===== src/rtl/epoch_tracker.sv =====
module epoch_tracker #(
  parameter int LINES    = 16,
  parameter int TW       = 16,
  parameter int HW       = 16,
  parameter int TAGW     = 20,
  parameter int WQ_DEPTH = 128,
  parameter int MQ_DEPTH = 4,
  parameter int GUARD    = 256
) (
  input  logic            clk,
  input  logic            rst_n,
  input  logic [TW-1:0]   now_t,
  input  logic            beg_v,
  input  logic [$clog2(LINES)-1:0] beg_idx,
  input  logic            beg_rw,
  input  logic [TAGW-1:0] beg_tag,
  input  logic            dat_v,
  input  logic [$clog2(LINES)-1:0] dat_idx,
  input  logic [HW-1:0]   dat_hash,
  input  logic            acc_v,
  input  logic [$clog2(LINES)-1:0] acc_idx,
  input  logic            acc_st,
  input  logic            end_v,
  input  logic [$clog2(LINES)-1:0] end_idx,
  input  logic [1:0]      end_cause,
  input  logic [HW-1:0]   end_hash,
  output logic            viol,
  output logic            m_valid,
  input  logic            m_ready,
  output logic [1:0]      m_kind,
  output logic [TAGW-1:0] m_tag,
  output logic [$clog2(LINES)-1:0] m_idx,
  output logic            m_rw,
  output logic [TW-1:0]   m_t0,
  output logic [TW-1:0]   m_t1,
  output logic [HW-1:0]   m_h0,
  output logic [HW-1:0]   m_h1
);
  localparam int IW    = $clog2(LINES);
  localparam int WPW   = $clog2(WQ_DEPTH);
  localparam int MPW   = $clog2(MQ_DEPTH);
  localparam int MSGW  = 2 + TAGW + IW + 1 + 2*TW + 2*HW;
  localparam logic [TW:0] LIMIT = (TW+1)'((1 << TW) - GUARD);

  logic [LINES-1:0] vld, rw, rdy, ntc;
  logic [TW-1:0]    t0  [LINES];
  logic [HW-1:0]    h0  [LINES];
  logic [TAGW-1:0]  tag [LINES];

  logic [IW-1:0]  wq_idx [WQ_DEPTH];
  logic [TW-1:0]  wq_t   [WQ_DEPTH];
  logic [WPW-1:0] wq_rd, wq_wr;
  logic [WPW:0]   wq_cnt;

  logic [MSGW-1:0] mq [MQ_DEPTH];
  logic [MPW-1:0]  mq_rd, mq_wr;
  logic [MPW:0]    mq_cnt;

  logic [IW-1:0] hi;
  logic [TW-1:0] age;
  logic end_hit, head_live, ntc_fire, wq_pop, wq_push, mq_full, mq_pop, mq_push;
  logic [MSGW-1:0] end_msg, ntc_msg;

  assign end_hit = end_v && vld[end_idx] &&
                   (end_cause == 2'd1 || end_cause == 2'd2 || (end_cause == 2'd0 && rw[end_idx]));
  assign end_msg = ntc[end_idx] ?
      {2'd2, tag[end_idx], end_idx, 1'b0, {TW{1'b0}}, now_t, {HW{1'b0}}, {HW{1'b0}}} :
      {2'd0, tag[end_idx], end_idx, rw[end_idx], t0[end_idx], now_t, h0[end_idx],
       rw[end_idx] ? end_hash : {HW{1'b0}}};

  assign hi        = wq_idx[wq_rd];
  assign age       = now_t - wq_t[wq_rd];
  assign head_live = (wq_cnt != 0) && vld[hi] && !ntc[hi] && (t0[hi] == wq_t[wq_rd]);
  assign mq_full   = (mq_cnt == (MPW+1)'(MQ_DEPTH));
  assign ntc_fire  = head_live && ({1'b0, age} >= LIMIT) && !end_hit && !mq_full;
  assign ntc_msg   = {2'd1, tag[hi], hi, rw[hi], t0[hi], {TW{1'b0}}, h0[hi], {HW{1'b0}}};
  assign wq_pop    = (wq_cnt != 0) && (!head_live || ntc_fire);
  assign wq_push   = beg_v && (wq_cnt != (WPW+1)'(WQ_DEPTH) || wq_pop);

  assign m_valid = (mq_cnt != 0);
  assign mq_pop  = m_valid && m_ready;
  assign mq_push = end_hit || ntc_fire;
  assign {m_kind, m_tag, m_idx, m_rw, m_t0, m_t1, m_h0, m_h1} = mq[mq_rd];

  function automatic logic [WPW-1:0] wq_nx(input logic [WPW-1:0] p);
    return (p == WPW'(WQ_DEPTH-1)) ? '0 : p + 1'b1;
  endfunction
  function automatic logic [MPW-1:0] mq_nx(input logic [MPW-1:0] p);
    return (p == MPW'(MQ_DEPTH-1)) ? '0 : p + 1'b1;
  endfunction

  always_ff @(posedge clk) begin
    if (!rst_n) begin
      vld <= '0; rdy <= '0; ntc <= '0; rw <= '0; viol <= 1'b0;
    end else begin
      viol <= acc_v && (!vld[acc_idx] || (acc_st && !rw[acc_idx]));
      if (dat_v && vld[dat_idx] && !rdy[dat_idx]) begin
        rdy[dat_idx] <= 1'b1;
        h0[dat_idx]  <= dat_hash;
      end
      if (ntc_fire) ntc[hi] <= 1'b1;
      if (end_hit) vld[end_idx] <= 1'b0;
      if (beg_v) begin
        vld[beg_idx] <= 1'b1;
        rw[beg_idx]  <= beg_rw;
        rdy[beg_idx] <= 1'b0;
        ntc[beg_idx] <= 1'b0;
        t0[beg_idx]  <= now_t;
        h0[beg_idx]  <= '0;
        tag[beg_idx] <= beg_tag;
      end
    end
  end

  always_ff @(posedge clk) begin
    if (!rst_n) begin
      wq_rd <= '0; wq_wr <= '0; wq_cnt <= '0;
    end else begin
      if (wq_push) begin
        wq_idx[wq_wr] <= beg_idx;
        wq_t[wq_wr]   <= now_t;
        wq_wr <= wq_nx(wq_wr);
      end
      if (wq_pop) wq_rd <= wq_nx(wq_rd);
      wq_cnt <= wq_cnt + (WPW+1)'(wq_push) - (WPW+1)'(wq_pop);
    end
  end

  always_ff @(posedge clk) begin
    if (!rst_n) begin
      mq_rd <= '0; mq_wr <= '0; mq_cnt <= '0;
    end else begin
      if (mq_push && (!mq_full || mq_pop)) begin
        mq[mq_wr] <= end_hit ? end_msg : ntc_msg;
        mq_wr <= mq_nx(mq_wr);
      end
      if (mq_pop) mq_rd <= mq_nx(mq_rd);
      mq_cnt <= mq_cnt + (MPW+1)'(mq_push && (!mq_full || mq_pop)) - (MPW+1)'(mq_pop);
    end
  end

  assert_no_overflow_R11: assert property (@(posedge clk) disable iff (!rst_n)
    end_hit |-> (!mq_full || mq_pop));
  assert_msg_hold_R11: assert property (@(posedge clk) disable iff (!rst_n)
    (m_valid && !m_ready) |=> (m_valid && $stable({m_kind, m_tag, m_idx, m_rw, m_t0, m_t1, m_h0, m_h1})));
  assert_viol_cause_R3: assert property (@(posedge clk) disable iff (!rst_n)
    viol |-> $past(acc_v));
  assert_store_ro_R3: assert property (@(posedge clk) disable iff (!rst_n)
    (acc_v && acc_st && vld[acc_idx] && !rw[acc_idx]) |=> viol);
  assert_load_ok_R2: assert property (@(posedge clk) disable iff (!rst_n)
    (acc_v && !acc_st && vld[acc_idx]) |=> !viol);
  assert_notice_kind_R9: assert property (@(posedge clk) disable iff (!rst_n)
    (end_hit && ntc[end_idx]) |=> (m_valid));
endmodule


===== config.mk =====
export PLATFORM = sky130hd
export DESIGN_NAME = epoch_tracker
export DESIGN_NICKNAME = d
export VERILOG_FILES = /design/src/rtl/epoch_tracker.sv
export SDC_FILE = /design/constraint.sdc
export NUM_CORES = 2
export LEC_CHECK = 0
export BUFFER_PORTS_ARGS = -buffer_cell sky130_fd_sc_hd__buf_2
export CORE_ASPECT_RATIO = 0.6
export CORE_MARGIN = 4
export CORE_UTILIZATION = 47
export DETAILED_ROUTE_END_ITERATION = 8
export PLACE_DENSITY = 0.62
export SLEW_MARGIN = 20
export SYNTH_ARGS = -nofsm -noshare
export SYNTH_HDL_FRONTEND = slang
export SYNTH_SLANG_ARGS = --single-unit

===== constraint.sdc =====
create_clock -name clk -period 8.42 [get_ports clk]
set_clock_uncertainty 0.05 [all_clocks]
set_input_delay 0.842 -clock clk [delete_from_list [all_inputs] [get_ports clk]]
set_output_delay 0.842 -clock clk [all_outputs]
set_load 0.01 [all_outputs]

==> summary.txt <==
Run status
  – Status: finished, final reports clean

Timing
  – Final Hold Vio Count: 0
  – Setup tns final: 0 ns
  – Slew Viols, Final: 0
  – RSZ-0062 raised after global routing: false
  – Worst Tran Pin Value: 1.24 ns
  – Endpoints failing setup: 0
  – Max Fclk: 124 MHz
  – Rel. slew slack: 0.170
  – Clock period minus worst slack: 8.09 ns
  – Final WS setup: 0.330 ns
  – Tcrit/Tclk final: 0.961

Setup path
  – CP arrival: 8.86 ns
  – Crit-path max cell delay: 0.91 ns
  – CP most frequent cell: a21oi_1
  – Critical path class: reg -> reg
  – Crit-path slowest cell: nor3_1
  – CP Data Required Time: 9.19 ns
  – Startpoint types: flip-flop
  – Crit end category: flip-flop
  – Critical path fanouts, max: 51

Die
  – Top Ports: 188
  – Area of the core: 337000 um2
  – Die Area: 349000 um2
  – Initial core utilization: 0.473
  – Die Width: 760 um
  – Chip height: 459 um
  – Std cell rows: 165

Power
  – Leakage: 0.0586 uW
  – Cell Pwr Density: 299 nW/um2
  – Max VDD drop: 0.000419 V

Logic synthesis
  – Top-count cell post-synth: edfxtp_1
  – Top cells by count, synth: edfxtp_1 (3500), nand2_1 (1148), mux4_2 (1101), nand3_1 (386), mux2i_1 (370)
  – Ranking of synthesized cells by area: edfxtp_1 (66%), mux4_2 (16%), dfxtp_1 (4.5%)
  – Synth area leader: edfxtp_1
  – Area share of the largest cell type after synthesis: 0.659
  – Synthesis Warnings: 0
  – Synth Net Count: 9217
  – Synth Flop Type: edfxtp_1
  – Cells after synthesis: 9082
  – Mean Syn Cell Area: 17.5 um2
  – Post-synth ARST share: 0
  – Syn Std Cell Area: 159000 um2
  – Unique masters post-synth: 89
  – Number of synthesized flops with an enable pin: 3500
  – Sequential share of the synthesized area: 0.705
  – Seq cells post-synth: 3859

Cells and area
  – Area growth syn-to-layout: 14.5%
  – Post-route cell area: 183000 um2
  – Final nets: 9722
  – Share of layout cells above drive strength 1: 0.263

Clock tree
  – Skew-Pair Late Insertion Delay: 0.95 ns
  – Maximum buffer depth of the clock tree: 4
  – CTS Hold Bufs: 0
  – Num CTS Buffers: 349
  – Depth of the CTS H-tree: 5
  – Clock Pin Slew Worst Setup and Hold Paths: 0.07 ns
  – Clock sinks: 3859
  – Clock root buffer: clkbuf_16
  – CTS tree: built

Route
  – DRC: 0
  – Routed Antenna Nets: 0
  – DR vias/cell: 6.51
  – Final WL: 488000 um
  – Drt first pass iters: 7
  – Initial DRC count: 15200
  – WL/cell: 33.9 um
  – Via count: 93600

GRT
  – Gr usage total: 0.275
  – Largest net degree at the start of global routing: 147
  – Number of global-route vias before repair: 90300
  – First-pass GRT wire length: 687000 um
  – Antenna violations before repair: 31
  – GRT overflow: 0

Job
  – Max Cap Viol: 0

Worst hold path
  – HP Class: in -> reg

Placed design
  – Placed cell area: 171000 um2
  – Place WS: 0.469 ns
  – Detailed placer's ending HPWL: 302000 um
  – Port Buffer Count: 187
  – Final GP Congestion: 0.932
==> metrics by stage <==
step / total power [uW] / hold WS, ns / utilization / instances
after floorplan: 31800 / 0.378 / - / 9082
after global placement: 37900 / 0.398 / 0.507 / 13700
after detailed placement: 38200 / 0.404 / 0.507 / 13700
after CTS: 54300 / 0.0384 / 0.541 / 14400
after global routing: 56400 / 0.0824 / 0.541 / 14400
final: 54500 / 0.101 / 0.541 / 14400
==> cell usage in the layout, fill, tap and decap left out, drive strengths merged, types with 104 or more instances in the layout <==
| master | netlist | final |
|---|---|---|
| edfxtp | 3500 | 3500 |
| nand2 | 1149 | 1149 |
| mux4 | 1109 | 1109 |
| buf | 228 | 745 |
| clkbuf | 363 | 418 |
| nand3 | 386 | 386 |
| mux2i | 371 | 371 |
| dfxtp | 359 | 359 |
| a21oi | 306 | 306 |
| o21ai | 256 | 256 |
| nor2 | 245 | 245 |
| clkinv | 2 | 138 |
| nor3 | 104 | 104 |
==> report_power, final <==
| part | internal, uW | total (uW) | switching (uW) |
|---|---|---|---|
| sequential | 21700 | 21900 | 276 |
| clock | 9120 | 16300 | 7170 |
| combinational | 6080 | 16300 | 10200 |
==> cell type report <==
class                      count  area, um2
sequential                  3859     112000
timing repair buffer         745       7580
antenna                       20       50.0
clock buffer                 418       9280
clock inverter               211       2170
tap                         4509       5640
inverter                      78        300
multi-input combinational   4554      45200
fill                       25700     155000
==> worst max-delay path: cells and delay by family (launching register included) <==
kind            cells  cell delay [ns]
xor+xnor            2             0.34
compound gates     14             2.94
mux                 1             0.58
fa+ha+maj           1             0.20
flops               1             0.52
buf+inv             5             1.34
simple gates        5             1.81
==> state kept, by name (all words and copies together), names as in the netlist, named ones only <==
| register | cells |
|---|---|
| wq_rd | 7 |
| viol | 1 |
| tag | 320 |
| rdy | 16 |
| ntc | 16 |
| mq_cnt | 3 |
| wq_cnt | 8 |
| wq_t | 2048 |
| vld | 16 |
| rw | 16 |
| wq_idx | 512 |
| wq_wr | 7 |
| mq_wr | 2 |
| h0 | 256 |
| mq_rd | 2 |
| t0 | 256 |
| mq | 364 |
==> worst paths after layout <==
| path | from | slack (ns) | cells past startpoint | endpoint |
|---|---|---|---|---|
| worst max register to register | flip-flop | 0.33 | 28 | wq_cnt[7]$_SDFF_PN0_ |
| worst min-delay path | acc_v | 0.10 | 2 | viol$_SDFF_PN0_ |
| worst max-delay path | flip-flop | 0.33 | 28 | wq_cnt[7]$_SDFF_PN0_ |
| worst min register to register | rdy[13]$_SDFF_PN0_ | 0.42 | 2 | rdy[13]$_SDFF_PN0_ |
==> metal layers <==
layer	vias up	GRT usage	part of all wire
met5	-	0	0.00052
met4	8	0.0677	0.028
met3	951	0.0872	0.14
met2	6289	0.378	0.42
met1	49000	0.427	0.42
li1	37400	-	-
==> cells by family (layout without fill, tap and decap cells) <==
family	Yosys count	after routing	share of synthesized area
adders and majority gates	40	40	0.00323
and+or+nand+nor	2165	2165	0.0598
buffers and inverters	669	1452	0.0185
xor gates and xnor gates	23	23	0.00126
AOI/OAI and AO/OA	829	829	0.0313
muxes	1497	1497	0.181
other	0	20	0
DFF	3859	3859	0.705
==> what timing repair did <==
action                                  in CTS  in global routing
endpoints found under the setup margin       0                  2
gates resized for setup                      0                  9
setup buffers                                0                  0
Note: power is estimated with default switching activity, not from simulation.
